$ cat config.mk
export PLATFORM = sky130hd
export DESIGN_NAME = dotline_capture
export DESIGN_NICKNAME = d
export VERILOG_FILES = /design/src/rtl/dlc_pkg.sv /design/src/rtl/dlc_sync_edge.sv /design/src/rtl/dlc_pipe.sv /design/src/rtl/dlc_raster.sv /design/src/rtl/dlc_window.sv /design/src/rtl/dotline_capture.sv
export SDC_FILE = /design/constraint.sdc
export NUM_CORES = 1
export LEC_CHECK = 0
export ABC_AREA = 0
export BUFFER_PORTS_ARGS = -buffer_cell sky130_fd_sc_hd__buf_4
export CAP_MARGIN = 5
export CORE_MARGIN = 3
export CORE_UTILIZATION = 53
export CTS_CLUSTER_SIZE = 28
export DETAILED_ROUTE_END_ITERATION = 12
export PLACE_DENSITY = 0.82
export SYNTH_ARGS = -nofsm -noshare
export SYNTH_HDL_FRONTEND = slang
export SYNTH_SLANG_ARGS = --single-unit
export TNS_END_PERCENT = 1
$ cat constraint.sdc
create_clock -name clk -period 2.6 [get_ports clk]
set_input_delay 0.26 -clock clk [delete_from_list [all_inputs] [get_ports clk]]
set_output_delay 0.26 -clock clk [all_outputs]
set_load 0.01 [all_outputs]
$ cat src/rtl/dlc_pkg.sv
package dlc_pkg;

  // Stored code of one captured dot.
  typedef struct packed {
    logic lit;
    logic bright;
  } dot_code_t;

  // True when pos lies in the half-open span [start, start+len).
  function automatic logic in_span(input int unsigned pos,
                                   input int unsigned start,
                                   input int unsigned len);
    return (pos >= start) && (pos < start + len);
  endfunction

  // Row-major linear buffer address.
  function automatic int unsigned lin_addr(input int unsigned row,
                                           input int unsigned col,
                                           input int unsigned width);
    return row * width + col;
  endfunction

endpackage

$ cat src/rtl/dlc_sync_edge.sv
module dlc_sync_edge #(
  parameter int STAGES = 2
) (
  input  logic clk,
  input  logic rst_n,
  input  logic din,
  output logic lead
);

  logic [STAGES:0] sh;

  always_ff @(posedge clk) begin
    if (!rst_n) sh <= '0;
    else        sh <= {sh[STAGES-1:0], din};
  end

  // Leading edge as seen after the synchronizer stages.
  assign lead = sh[STAGES-1] & ~sh[STAGES];

  // A held pulse gives one edge only.
  p_lead_gap_r1: assert property (@(posedge clk) disable iff (!rst_n)
    lead |=> !lead);

endmodule

$ cat src/rtl/dlc_pipe.sv
module dlc_pipe #(
  parameter int WIDTH = 2,
  parameter int DEPTH = 3
) (
  input  logic             clk,
  input  logic             rst_n,
  input  logic [WIDTH-1:0] din,
  output logic [WIDTH-1:0] dout
);

  logic [WIDTH-1:0] st [DEPTH];

  for (genvar i = 0; i < DEPTH; i++) begin : g_stage
    if (i == 0) begin : g_head
      always_ff @(posedge clk) begin
        if (!rst_n) st[i] <= '0;
        else        st[i] <= din;
      end
    end else begin : g_body
      always_ff @(posedge clk) begin
        if (!rst_n) st[i] <= '0;
        else        st[i] <= st[i-1];
      end
    end
  end

  assign dout = st[DEPTH-1];

endmodule

$ cat src/rtl/dlc_raster.sv
module dlc_raster #(
  parameter int PIX_W  = 11,
  parameter int LINE_W = 9
) (
  input  logic              clk,
  input  logic              rst_n,
  input  logic              h_lead,
  input  logic              v_lead,
  output logic [PIX_W-1:0]  pix,
  output logic [LINE_W-1:0] line
);

  localparam logic [PIX_W-1:0]  PIX_MAX  = '1;
  localparam logic [LINE_W-1:0] LINE_MAX = '1;

  always_ff @(posedge clk) begin
    if (!rst_n) begin
      pix  <= PIX_MAX;
      line <= LINE_MAX;
    end else begin
      if (h_lead)              pix <= '0;
      else if (pix != PIX_MAX) pix <= pix + 1'b1;

      if (v_lead)                            line <= '0;
      else if (h_lead && line != LINE_MAX)   line <= line + 1'b1;
    end
  end

  p_pix_restart_r1: assert property (@(posedge clk) disable iff (!rst_n)
    h_lead |=> (pix == '0));

  p_line_vwins_r2: assert property (@(posedge clk) disable iff (!rst_n)
    v_lead |=> (line == '0));

  p_line_step_r2: assert property (@(posedge clk) disable iff (!rst_n)
    (h_lead && !v_lead && line != LINE_MAX) |=> (line == $past(line) + 1'b1));

  p_line_quiet_r2: assert property (@(posedge clk) disable iff (!rst_n)
    (!h_lead && !v_lead) |=> $stable(line));

  p_pix_hold_r8: assert property (@(posedge clk) disable iff (!rst_n)
    (!h_lead && pix == PIX_MAX) |=> (pix == PIX_MAX));

endmodule

$ cat src/rtl/dlc_window.sv
module dlc_window
  import dlc_pkg::*;
#(
  parameter int PIX_W  = 11,
  parameter int LINE_W = 9,
  parameter int ACT_W  = 512,
  parameter int ACT_H  = 254,
  parameter int ADDR_W = 17
) (
  input  logic              clk,
  input  logic              rst_n,
  input  logic [PIX_W-1:0]  pix,
  input  logic [LINE_W-1:0] line,
  input  logic              v_lead,
  input  dot_code_t         code,
  input  logic [PIX_W-1:0]  h_start,
  input  logic [LINE_W-1:0] v_start,
  output logic              wr_en,
  output logic [ADDR_W-1:0] wr_addr,
  output logic [1:0]        wr_data,
  output logic              frame_start
);

  logic [PIX_W-1:0]  hs_q;
  logic [LINE_W-1:0] vs_q;
  logic              x_hit, y_hit, win_hit, origin_hit;
  logic [PIX_W-1:0]  rel_x;
  logic [LINE_W-1:0] rel_y;
  logic [ADDR_W-1:0] addr_nx;

  always_comb begin
    x_hit      = in_span(32'(pix),  32'(hs_q), ACT_W);
    y_hit      = in_span(32'(line), 32'(vs_q), ACT_H);
    win_hit    = x_hit && y_hit;
    rel_x      = pix - hs_q;
    rel_y      = line - vs_q;
    addr_nx    = ADDR_W'(lin_addr(32'(rel_y), 32'(rel_x), ACT_W));
    origin_hit = win_hit && (rel_x == '0) && (rel_y == '0);
  end

  always_ff @(posedge clk) begin
    if (!rst_n) begin
      hs_q        <= '0;
      vs_q        <= '0;
      wr_en       <= 1'b0;
      wr_addr     <= '0;
      wr_data     <= '0;
      frame_start <= 1'b0;
    end else begin
      if (v_lead) begin
        hs_q <= h_start;
        vs_q <= v_start;
      end
      wr_en       <= win_hit;
      wr_addr     <= addr_nx;
      wr_data     <= code;
      frame_start <= origin_hit;
    end
  end

  p_fs_zero_r7: assert property (@(posedge clk) disable iff (!rst_n)
    frame_start |-> (wr_en && wr_addr == '0));

  p_addr_range_r4: assert property (@(posedge clk) disable iff (!rst_n)
    wr_en |-> (32'(wr_addr) < ACT_W * ACT_H));

  p_off_hold_r6: assert property (@(posedge clk) disable iff (!rst_n)
    !v_lead |=> ($stable(hs_q) && $stable(vs_q)));

endmodule

$ cat src/rtl/dotline_capture.sv
module dotline_capture
  import dlc_pkg::*;
#(
  parameter int PIX_W       = 11,
  parameter int LINE_W      = 9,
  parameter int ACT_W       = 512,
  parameter int ACT_H       = 254,
  parameter int SYNC_STAGES = 2,
  parameter int ADDR_W      = $clog2(ACT_W * ACT_H)
) (
  input  logic              clk,
  input  logic              rst_n,
  input  logic              hsync_in,
  input  logic              vsync_in,
  input  logic              dot_in,
  input  logic              bright_in,
  input  logic [PIX_W-1:0]  h_start,
  input  logic [LINE_W-1:0] v_start,
  output logic              wr_en,
  output logic [ADDR_W-1:0] wr_addr,
  output logic [1:0]        wr_data,
  output logic              frame_start
);

  // Video is delayed one stage past the sync path so that the sample in
  // which horizontal sync first appears lines up with pixel index 0.
  localparam int VID_DEPTH = SYNC_STAGES + 1;
  localparam int N_SYNC    = 2;
  localparam int IDX_H     = 0;
  localparam int IDX_V     = 1;

  logic [N_SYNC-1:0] sync_raw;
  logic [N_SYNC-1:0] sync_lead;
  logic              h_lead;
  logic              v_lead;
  logic [1:0]        vid_raw;
  logic [1:0]        vid_dly;
  dot_code_t         code_al;
  logic [PIX_W-1:0]  pix;
  logic [LINE_W-1:0] line;

  assign sync_raw[IDX_H] = hsync_in;
  assign sync_raw[IDX_V] = vsync_in;

  for (genvar g = 0; g < N_SYNC; g++) begin : g_sync
    dlc_sync_edge #(.STAGES(SYNC_STAGES)) u_edge (
      .clk  (clk),
      .rst_n(rst_n),
      .din  (sync_raw[g]),
      .lead (sync_lead[g])
    );
  end

  assign h_lead = sync_lead[IDX_H];
  assign v_lead = sync_lead[IDX_V];

  assign vid_raw = {dot_in, bright_in};

  dlc_pipe #(.WIDTH(2), .DEPTH(VID_DEPTH)) u_vid (
    .clk  (clk),
    .rst_n(rst_n),
    .din  (vid_raw),
    .dout (vid_dly)
  );

  assign code_al = dot_code_t'(vid_dly);

  dlc_raster #(.PIX_W(PIX_W), .LINE_W(LINE_W)) u_raster (
    .clk   (clk),
    .rst_n (rst_n),
    .h_lead(h_lead),
    .v_lead(v_lead),
    .pix   (pix),
    .line  (line)
  );

  dlc_window #(
    .PIX_W (PIX_W),
    .LINE_W(LINE_W),
    .ACT_W (ACT_W),
    .ACT_H (ACT_H),
    .ADDR_W(ADDR_W)
  ) u_window (
    .clk        (clk),
    .rst_n      (rst_n),
    .pix        (pix),
    .line       (line),
    .v_lead     (v_lead),
    .code       (code_al),
    .h_start    (h_start),
    .v_start    (v_start),
    .wr_en      (wr_en),
    .wr_addr    (wr_addr),
    .wr_data    (wr_data),
    .frame_start(frame_start)
  );

  p_fs_single_r7: assert property (@(posedge clk) disable iff (!rst_n)
    frame_start |=> !frame_start);

  p_quiet_reset_r8: assert property (@(posedge clk)
    !rst_n |=> (!wr_en && !frame_start));

endmodule

==> results by group, run 1 <==
Clock tree
  • Clock latency on the worst-skew pair: roughly 0.35 ns
  • Clock tree buffer depth: 2
  • H-tree Lvls: 3
  • Sinks on Clock Net: between 70 and 80
  • Clk pin slew, worst setup/hold paths: 0.08 ns
  • Clk Tree Root Cell: clkbuf_8
  • Post-CTS Hold Fix Bufs: 0
  • Total CTS buffers: 9
  • CTS tree: built

Critical path
  • Critical Path AT: 3.08 ns
  • Required time of the critical path: between 2 and 3 ns
  • Crit Path Max Fanout: 3
  • Setup CP Type: reg -> reg
  • Crit end category: register
  • CP Launch Type: register

Synth
  • Syn Nets: 528
  • Synth Flop Type: dfxtp_1
  • Seq/Total Area, Yosys: 36.40%
  • EDFF count, synth: 0
  • Synthesis-stage register bit count: 73
  • YS warnings: 0
  • Mapped Avg Cell Area: 8.691 um^2
  • Synth cell types: 51
  • Async SR Flop Fraction: 0%
  • Mapped cell area: 4015 um^2
  • Syn Inst Count: 462

Die
  • Rows: 31
  • Initial Utilization: between 50% and 60%
  • Die Wd: 93.04 um
  • # IOs: 47
  • Core box area: about 7300 um^2
  • Die ar.: around 8700 um^2
  • Die Y: 93.04 um

Timing
  • Relative slew slack: approximately 51%
  • Final hold vios: 0
  • Least-Margin Pin Slew: 0.7397 ns
  • Final setup fails: 8
  • Max frequency: 351.6 MHz
  • Unrepaired setup endpoints after global routing: yes
  • Final period util: 109.4%
  • Hold slack: 0.1132 ns
  • Clock skew: 0.01404 ns
  • Tmin final: 2.844 ns
  • Setup slack after layout: -0.2444 ns
  • Final slew viol count: 0

Detailed routing
  • Final wirelength: 9250 um
  • Post-route ant nets: 0
  • DR vias/cell: ~5.3
  • Drt first pass iters: 5
  • DR vias: 3493
  • DR iter-0 viols: 207
  • Wire length per cell: around 14 um
  • Drt drc: 0

Layout
  • Layout area overhead: 26.68%
  • Ant diodes: 0
  • Fin area: 5086 um^2
  • Core Util, Final: 69.75%
  • Ratio of cells with drive above 1 in the final layout: ~25%
  • Fin nets: about 620

Power and ir drop
  • Max VDD drop: 0.3297 mV
  • Pwr Total: 4.587 mW
  • PD cells: 901.8 nW/um^2
  • Leak: between 2 and 2.5 nW

Global route
  • Grt ovf: 0
  • GRT Total Usage: 21.48%
  • Initial antenna violation count: 0
  • First-pass GRT wire length: 14740 um
  • Vias in the first global route: 3300
  • Largest net degree at the start of global routing: 72

Placement
  • Detailed Place HPWL: roughly 6600 um
  • Pre-CTS setup slack: -0.2670 ns
  • GP Congestion: 0.9018
  • # port buffers: 46
  • DP Area: 4783 um^2

Run status
  • Failing checks: negative setup slack
  • Status: complete, but fails checks

Worst hold path
  • HP Class: in -> reg

Flow run
  • Max cap viols: 0
==> Yosys cell counts (all sizes together), types with 3 or more instances <==
master   n  share of area, %
a211oi   3              0.56
a21boi  21               3.9
a21oi   15               1.9
and2    32               5.0
buf      3              0.40
clkbuf  15               1.4
dfxtp   73                36
fa       4               2.0
ha      36                11
inv     33               3.1
mux2i    3              0.75
nand2   54               5.1
nand2b   5              0.78
nand3   15               1.9
nand4    8               1.2
nor2    20               1.9
nor2b   12               1.9
nor3     3              0.37
nor4     4              0.78
o21ai   30               3.7
or4      3              0.65
xnor2   25               5.5
xor2    16               3.5
==> area by class of cell <==
class                      instances  area, um^2
multi-input combinational        338        2442
fill                             573        2206
sequential                        73        1463
timing repair buffer              95       713.2
clock buffer                      11       141.4
inverter                          33       123.9
tap                               99       123.9
clock inverter                     5       78.83
==> routing by layer <==
layer	GRT usage [%]	share of wire [%]	up-vias
met5	0	0	-
met4	11.84	3.8	0
met3	4.907	7.6	37
met2	33.53	45	147
met1	27.43	44	1572
li1	-	-	1737
==> flip-flops by register name, indices dropped and copies added, names as in the netlist <==
signal,cells
u_raster.pix,11
u_window.hs_q,11
u_window.wr_en,1
u_window.vs_q,9
u_vid.st,6
u_window.wr_addr,17
g_sync.u_edge.sh,6
u_window.frame_start,1
u_raster.line,9
u_window.wr_data,2
==> placed cells by master (no fill, tap or decap), types with 10 or more instances in the layout <==
| cell type | instances |
|---|---|
| nor2_1 | 19 |
| dfxtp_1 | 72 |
| and2_1 | 32 |
| xor2_1 | 16 |
| xnor2_1 | 24 |
| a21oi_1 | 13 |
| nand2_1 | 53 |
| clkbuf_8 | 10 |
| ha_1 | 31 |
| inv_1 | 31 |
| nand3_1 | 15 |
| a21boi_0 | 21 |
| buf_4 | 95 |
| o21ai_0 | 26 |
==> where the power goes <==
part	switching [mW]	leakage, nW	internal (mW)
combinational	1.05	1.41	1.10
sequential	0.124	0.601	1.33
clock	0.409	0.113	0.565
total	1.59	2.13	3.00
==> final timing paths <==
path	endpoint	cells past startpoint	from	slack [ns]
worst max-delay path	u_window.wr_addr[12]	15	u_raster.pix[0]	-0.24
worst min-delay path	u_vid.st[0][0]	2	bright_in	0.11
worst min register to register	u_window.wr_data[1]	1	u_vid.st[2][1]	0.44
worst max register to register	u_window.wr_addr[12]	15	u_raster.pix[0]	-0.24
==> worst max-delay path, stage by stage, from the launching register on <==
cell and delay (ns):
dfxtp_2 0.34, inv_2 0.04, ha_4 0.16, fa_2 0.40, nor2b_4 0.15, nor2_2 0.06
o21ai_1 0.17, a31oi_1 0.12, o21ai_1 0.23, xnor2_2 0.15, ha_1 0.27, a21oi_2 0.16
nor2b_2 0.07, buf_4 0.13, xor2_1 0.13, and2_1 0.17
==> stage by stage <==
stage	cells	TNS, ns
after global routing	654	-1.710
final	654	-1.139
after global placement	635	-0.5953
after CTS	654	-0.9079
after floorplan	462	-0.5575
after detailed placement	635	-1.550
==> cells by family (layout without fill, tap and decap cells) <==
| group | count (synthesis) | after routing | synth area share [%] |
|---|---|---|---|
| mux | 3 | 3 | 0.7479 |
| simple gates | 167 | 167 | 21.69 |
| buf+inv | 51 | 144 | 4.892 |
| compound gates | 87 | 87 | 14.12 |
| flops | 73 | 73 | 36.40 |
| xor+xnor | 41 | 41 | 8.943 |
| fa+ha+maj | 40 | 40 | 13.21 |
==> repair_timing <==
| action | CTS | global route |
|---|---|---|
| endpoints found under the setup margin | 8 | 9 |
| gates resized for setup | 5 | 12 |
| setup buffers | 3 | 0 |
| pin swaps | 8 | 2 |
| hold endpoints to repair | 0 | 0 |
Note: power is estimated with default switching activity, not from simulation.
==> run 2: changes to the inputs <==
--- a/config.mk
+++ b/config.mk
@@ -5,14 +5,15 @@
 export SDC_FILE = /design/constraint.sdc
 export NUM_CORES = 1
 export LEC_CHECK = 0
-export ABC_AREA = 0
+export ABC_AREA = 1
 export BUFFER_PORTS_ARGS = -buffer_cell sky130_fd_sc_hd__buf_4
 export CAP_MARGIN = 5
 export CORE_MARGIN = 3
-export CORE_UTILIZATION = 53
+export CORE_UTILIZATION = 55
+export CTS_BUF_LIST = sky130_fd_sc_hd__clkbuf_2
 export CTS_CLUSTER_SIZE = 28
 export DETAILED_ROUTE_END_ITERATION = 12
-export PLACE_DENSITY = 0.82
+export PLACE_DENSITY = 0.84
 export SYNTH_ARGS = -nofsm -noshare
 export SYNTH_HDL_FRONTEND = slang
 export SYNTH_SLANG_ARGS = --single-unit
==> run 2 against run 1 <==
Effect of this change: the flow still finishes with violations (negative setup slack); clock skew is 0.019 ns higher; critical path type unchanged; fmax is 5.2% higher; flip-flop and latch count stayed put; total power is 4.2% lower; sequential power is 3% higher; non-clock buffer count is 24 lower; setup slack better by 0.14 ns; die area is 2.9% higher; via count is 19% higher.
==> results by group, run 2 <==
Global route
  • Grt ovf: 0 (unchanged)
  • Largest net degree at the start of global routing: 42 (-42%)
  • First-pass GRT wire length: 16650 um (+13%)
  • GRT Total Usage: 23.60% (+2.1 points)
  • Vias in the first global route: 3827 (+16%)
  • Initial antenna violation count: 0 (unchanged)

Layout
  • Core Util, Final: 69.43% (-0.32 points)
  • Multi-input gate area: 2457 um^2 (+0.61%)
  • Register area: 1470 um^2 (+0.51%)
  • Largest Register: u_window.wr_addr
  • Fin cells: 790 (+21%)
  • Filler cell count: 567 (-1.0%)
  • Top Registers: u_window.wr_addr x17, u_raster.pix x11, u_window.hs_q x11
  • Ant diodes: 0 (unchanged)
  • Most frequent cells in the layout: nand2_1 (128), inv_1 (106), dfxtp_1 (66), buf_4 (62), nor2_1 (50)
  • Most common cell after layout, fill and taps aside: nand2_1
  • Fin area: 5144 um^2 (+1.1%)
  • Layout area overhead: 19.68%
  • Max FFs per register: 17 (unchanged)
  • Ratio of cells with drive above 1 in the final layout: 19.83% (-5.4 points)
  • Fin nets: 753 (+22%)

Clock tree
  • Sinks on Clock Net: 73 (unchanged)
  • Clock latency on the worst-skew pair: 0.52 ns (+0.17 ns)
  • Total CTS buffers: 9 (unchanged)
  • Clk pin slew, worst setup/hold paths: 0.20 ns (+0.12 ns)
  • H-tree Lvls: 3 (unchanged)
  • Clk Tree Root Cell: clkbuf_2
  • Clock tree buffer depth: 2 (unchanged)
  • CTS tree: built

Detailed routing
  • Wire length per cell: 12.91 um (-8.7%)
  • DR vias: 4142 (+19%)
  • DR iter-0 viols: 258 (+25%)
  • Final wirelength: 10200 um (+10%)
  • Met3 wire len: 661 um (-6.2%)
  • Post-route ant nets: 0 (unchanged)
  • Routed length on met2: 4774 um (+15%)
  • Drt first pass iters: 5 (unchanged)
  • DR vias/cell: 5.243 (-1.8%)
  • Wl on met1: 4405 um (+8.7%)
  • Top routing layer in use: met4
  • Drt drc: 0 (unchanged)

Timing
  • Clock skew: 0.03328 ns (+0.01924 ns)
  • Final setup fails: 3 (-5)
  • Hold slack: 0.01541 ns (-0.09775 ns)
  • Setup slack after layout: -0.1026 ns (+0.1418 ns)
  • Max frequency: 370.0 MHz (+5.2%)
  • Final hold vios: 0 (unchanged)
  • Tmin final: 2.703 ns (-0.1418 ns)
  • Final period util: 103.9% (-5.5 points)
  • Final slew viol count: 0 (unchanged)
  • Setup TNS: -0.2112 ns (+0.9279 ns)
  • Relative slew slack: 53.58% (+2.9 points)
  • Unrepaired setup endpoints after global routing: yes
  • Least-Margin Pin Slew: 0.6962 ns (-0.04351 ns)

Synth
  • Multiplexer share of the synthesized area: 0% (-0.75 points)
  • Most frequent cells after synthesis: nand2_1 (135), inv_1 (110), dfxtp_1 (73), nor2_1 (50), nand3_1 (49)
  • Syn Nets: 683 (+29%)
  • Mapped cell area: 4298 um^2 (+7.0%)
  • Async SR Flop Fraction: 0% (unchanged)
  • Most common cell in the netlist: nand2_1
  • Synth cell types: 38 (-25%)
  • Post-synthesis adder-cell area fraction: 12.34% (-0.87 points)
  • Synth area leader: dfxtp_1
  • Xor-xnor portion of the synthesized cell area: 1.834% (-7.1 points)
  • Synthesis-stage register bit count: 73 (unchanged)
  • Main combinational cell family by area after synthesis: simple AND/OR/NAND/NOR gates
  • Post-synthesis simple-gate area fraction: 28.15% (+6.5 points)
  • Mapped Avg Cell Area: 6.966 um^2 (-20%)
  • Synth Flop Type: dfxtp_1
  • Seq/Total Area, Yosys: 34.00% (-2.4 points)
  • Syn Inst Count: 617 (+34%)
  • Top cells by area, synth: dfxtp_1 (34%), nand2_1 (12%), ha_1 (10%)
  • EDFF count, synth: 0 (unchanged)
  • Synth top area share: 34.00% (-2.4 points)
  • YS warnings: 0 (unchanged)
  • Post-synthesis compound-gate area fraction: 12.40% (-1.7 points)

Die
  • Initial Utilization: 58.01% (+3.0 points)
  • Rows: 31 (unchanged)
  • Core box area: 7408 um^2 (+1.6%)
  • Die Wd: 94.40 um (+1.5%)
  • Die Y: 94.40 um (+1.5%)
  • # IOs: 47 (unchanged)
  • Die ar.: 8911 um^2 (+2.9%)

Critical path
  • Most used cell along the critical path: nand2_2
  • Worst-path cell chain: inv_2, ha_4, fa_2, inv_2, nand2_2, nand2_2, nand3_2, nand2_2, nand2_2, nand2_1, nand2_1, nand2_2, inv_4, ha_4, a21oi_2, nor2_2, nand3_2, nor2_4, nand4_1, a21oi_2
  • Reg2Reg Launch Point: u_raster.pix[0]
  • Setup CP Type: reg -> reg
  • Worst-case reg-to-reg path depth: 20 (+5)
  • Crit path buffers/inverters: 3 (+1)
  • CP peak stage delay: 0.38 ns (-0.02 ns)
  • Flop-to-flop setup slack: -0.10 ns (+0.14 ns)
  • Required time of the critical path: 3.03 ns (+0.19 ns)
  • Worst R2R End: u_window.wr_addr[16]
  • Slowest-stage cell, CP: dfxtp_2
  • Crit Path Max Fanout: 4 (+1)
  • Gate family responsible for the most delay along the worst path: simple AND/OR/NAND/NOR gates
  • CP Launch Type: register
  • Crit end category: register
  • Critical Path AT: 3.14 ns (+0.06 ns)

Run status
  • Failing checks: negative setup slack
  • Status: complete, but fails checks

Power and ir drop
  • Leak: 2.661 nW (+25%)
  • Pwr Total: 4.393 mW (-4.2%)
  • Max VDD drop: 0.3976 mV (+21%)
  • PD cells: 854.0 nW/um^2 (-5.3%)

Placement
  • DP Area: 4795 um^2 (+0.24%)
  • GP Congestion: 0.8937 (-0.90%)
  • Detailed Place HPWL: 7375 um (+12%)
  • DP Cell Count: 760 (+20%)
  • # port buffers: 46 (unchanged)
  • Pre-CTS setup slack: -0.1050 ns (+0.1620 ns)

Worst hold path
  • Cells on Worst Hold Path: 3 (+1)
  • Hold Startpoint: h_start[8]
  • WHS Endpoint: u_window.hs_q[8]
  • HP Class: in -> reg

Flow run
  • Max cap viols: 0 (unchanged)
run 2: cell types whose count changed in the layout (fill, tap and decap cells not counted), moves of 31 or more:
cell | before | now
buf_4 | 95 | 62
nand3_1 | 15 | 46
and2_1 | 32 | 0
nand2_1 | 53 | 128
inv_1 | 31 | 106
nor2_1 | 19 | 50
run 2: worst min-delay path, delay by kind of cell:
family / cells / cell delay, ns
buffers and inverters: 1 / 0.07
AO/OA/AOI/OAI: 2 / 0.17
run 2: kinds of logic (layout without fill, tap and decap cells):
logic type | Yosys count | in the layout
compound gates | 98 | 98
simple gates | 270 | 270
buf+inv | 127 | 201
xor+xnor | 9 | 9
flops | 73 | 73
fa+ha+maj | 40 | 40
run 2: power breakdown:
group / switching [mW] / internal (mW)
Sequential: 0.157 / 1.34
Clock: 0.384 / 0.228
Combinational: 1.31 / 0.974
run 2: metal layers:
layer  up-vias  global-route usage, %
met2       164                  38.65
li1       2096                      -
met4         0                  11.07
met1      1844                  29.42
met5         -                      0
met3        38                  5.418
run 2: layout make-up:
class                   instances  share of cell area [%]
clock buffers                  12                   1.168
clock inverters                 3                  0.8270
inverters                     115                   8.441
multi-input cells             417                   47.77
flip-flops and latches         73                   28.58
well taps                      99                   2.408
repair buffers                 71                   10.80
run 2: how the worst max path moves through the flow:
stage                          startpoint                    to  cells after the start
final                     u_raster.pix[0]  u_window.wr_addr[16]                     20
after floorplan           u_raster.pix[0]  u_window.wr_addr[16]                     21
after detailed placement  u_raster.pix[0]  u_window.wr_addr[16]                     21
after CTS                 u_raster.pix[0]  u_window.wr_addr[14]                     20
after global placement    u_raster.pix[0]  u_window.wr_addr[16]                     21
after global routing      u_raster.pix[0]  u_window.wr_addr[16]                     20
run 2: what timing repair did:
item | CTS | global route
endpoints found under the setup margin | 5 | 8
setup buffers | 1 | 5
pin swaps | 8 | 8
gates resized for setup | 15 | 18
endpoints found under the hold margin | 7 | 2
hold buffers | 7 | 2
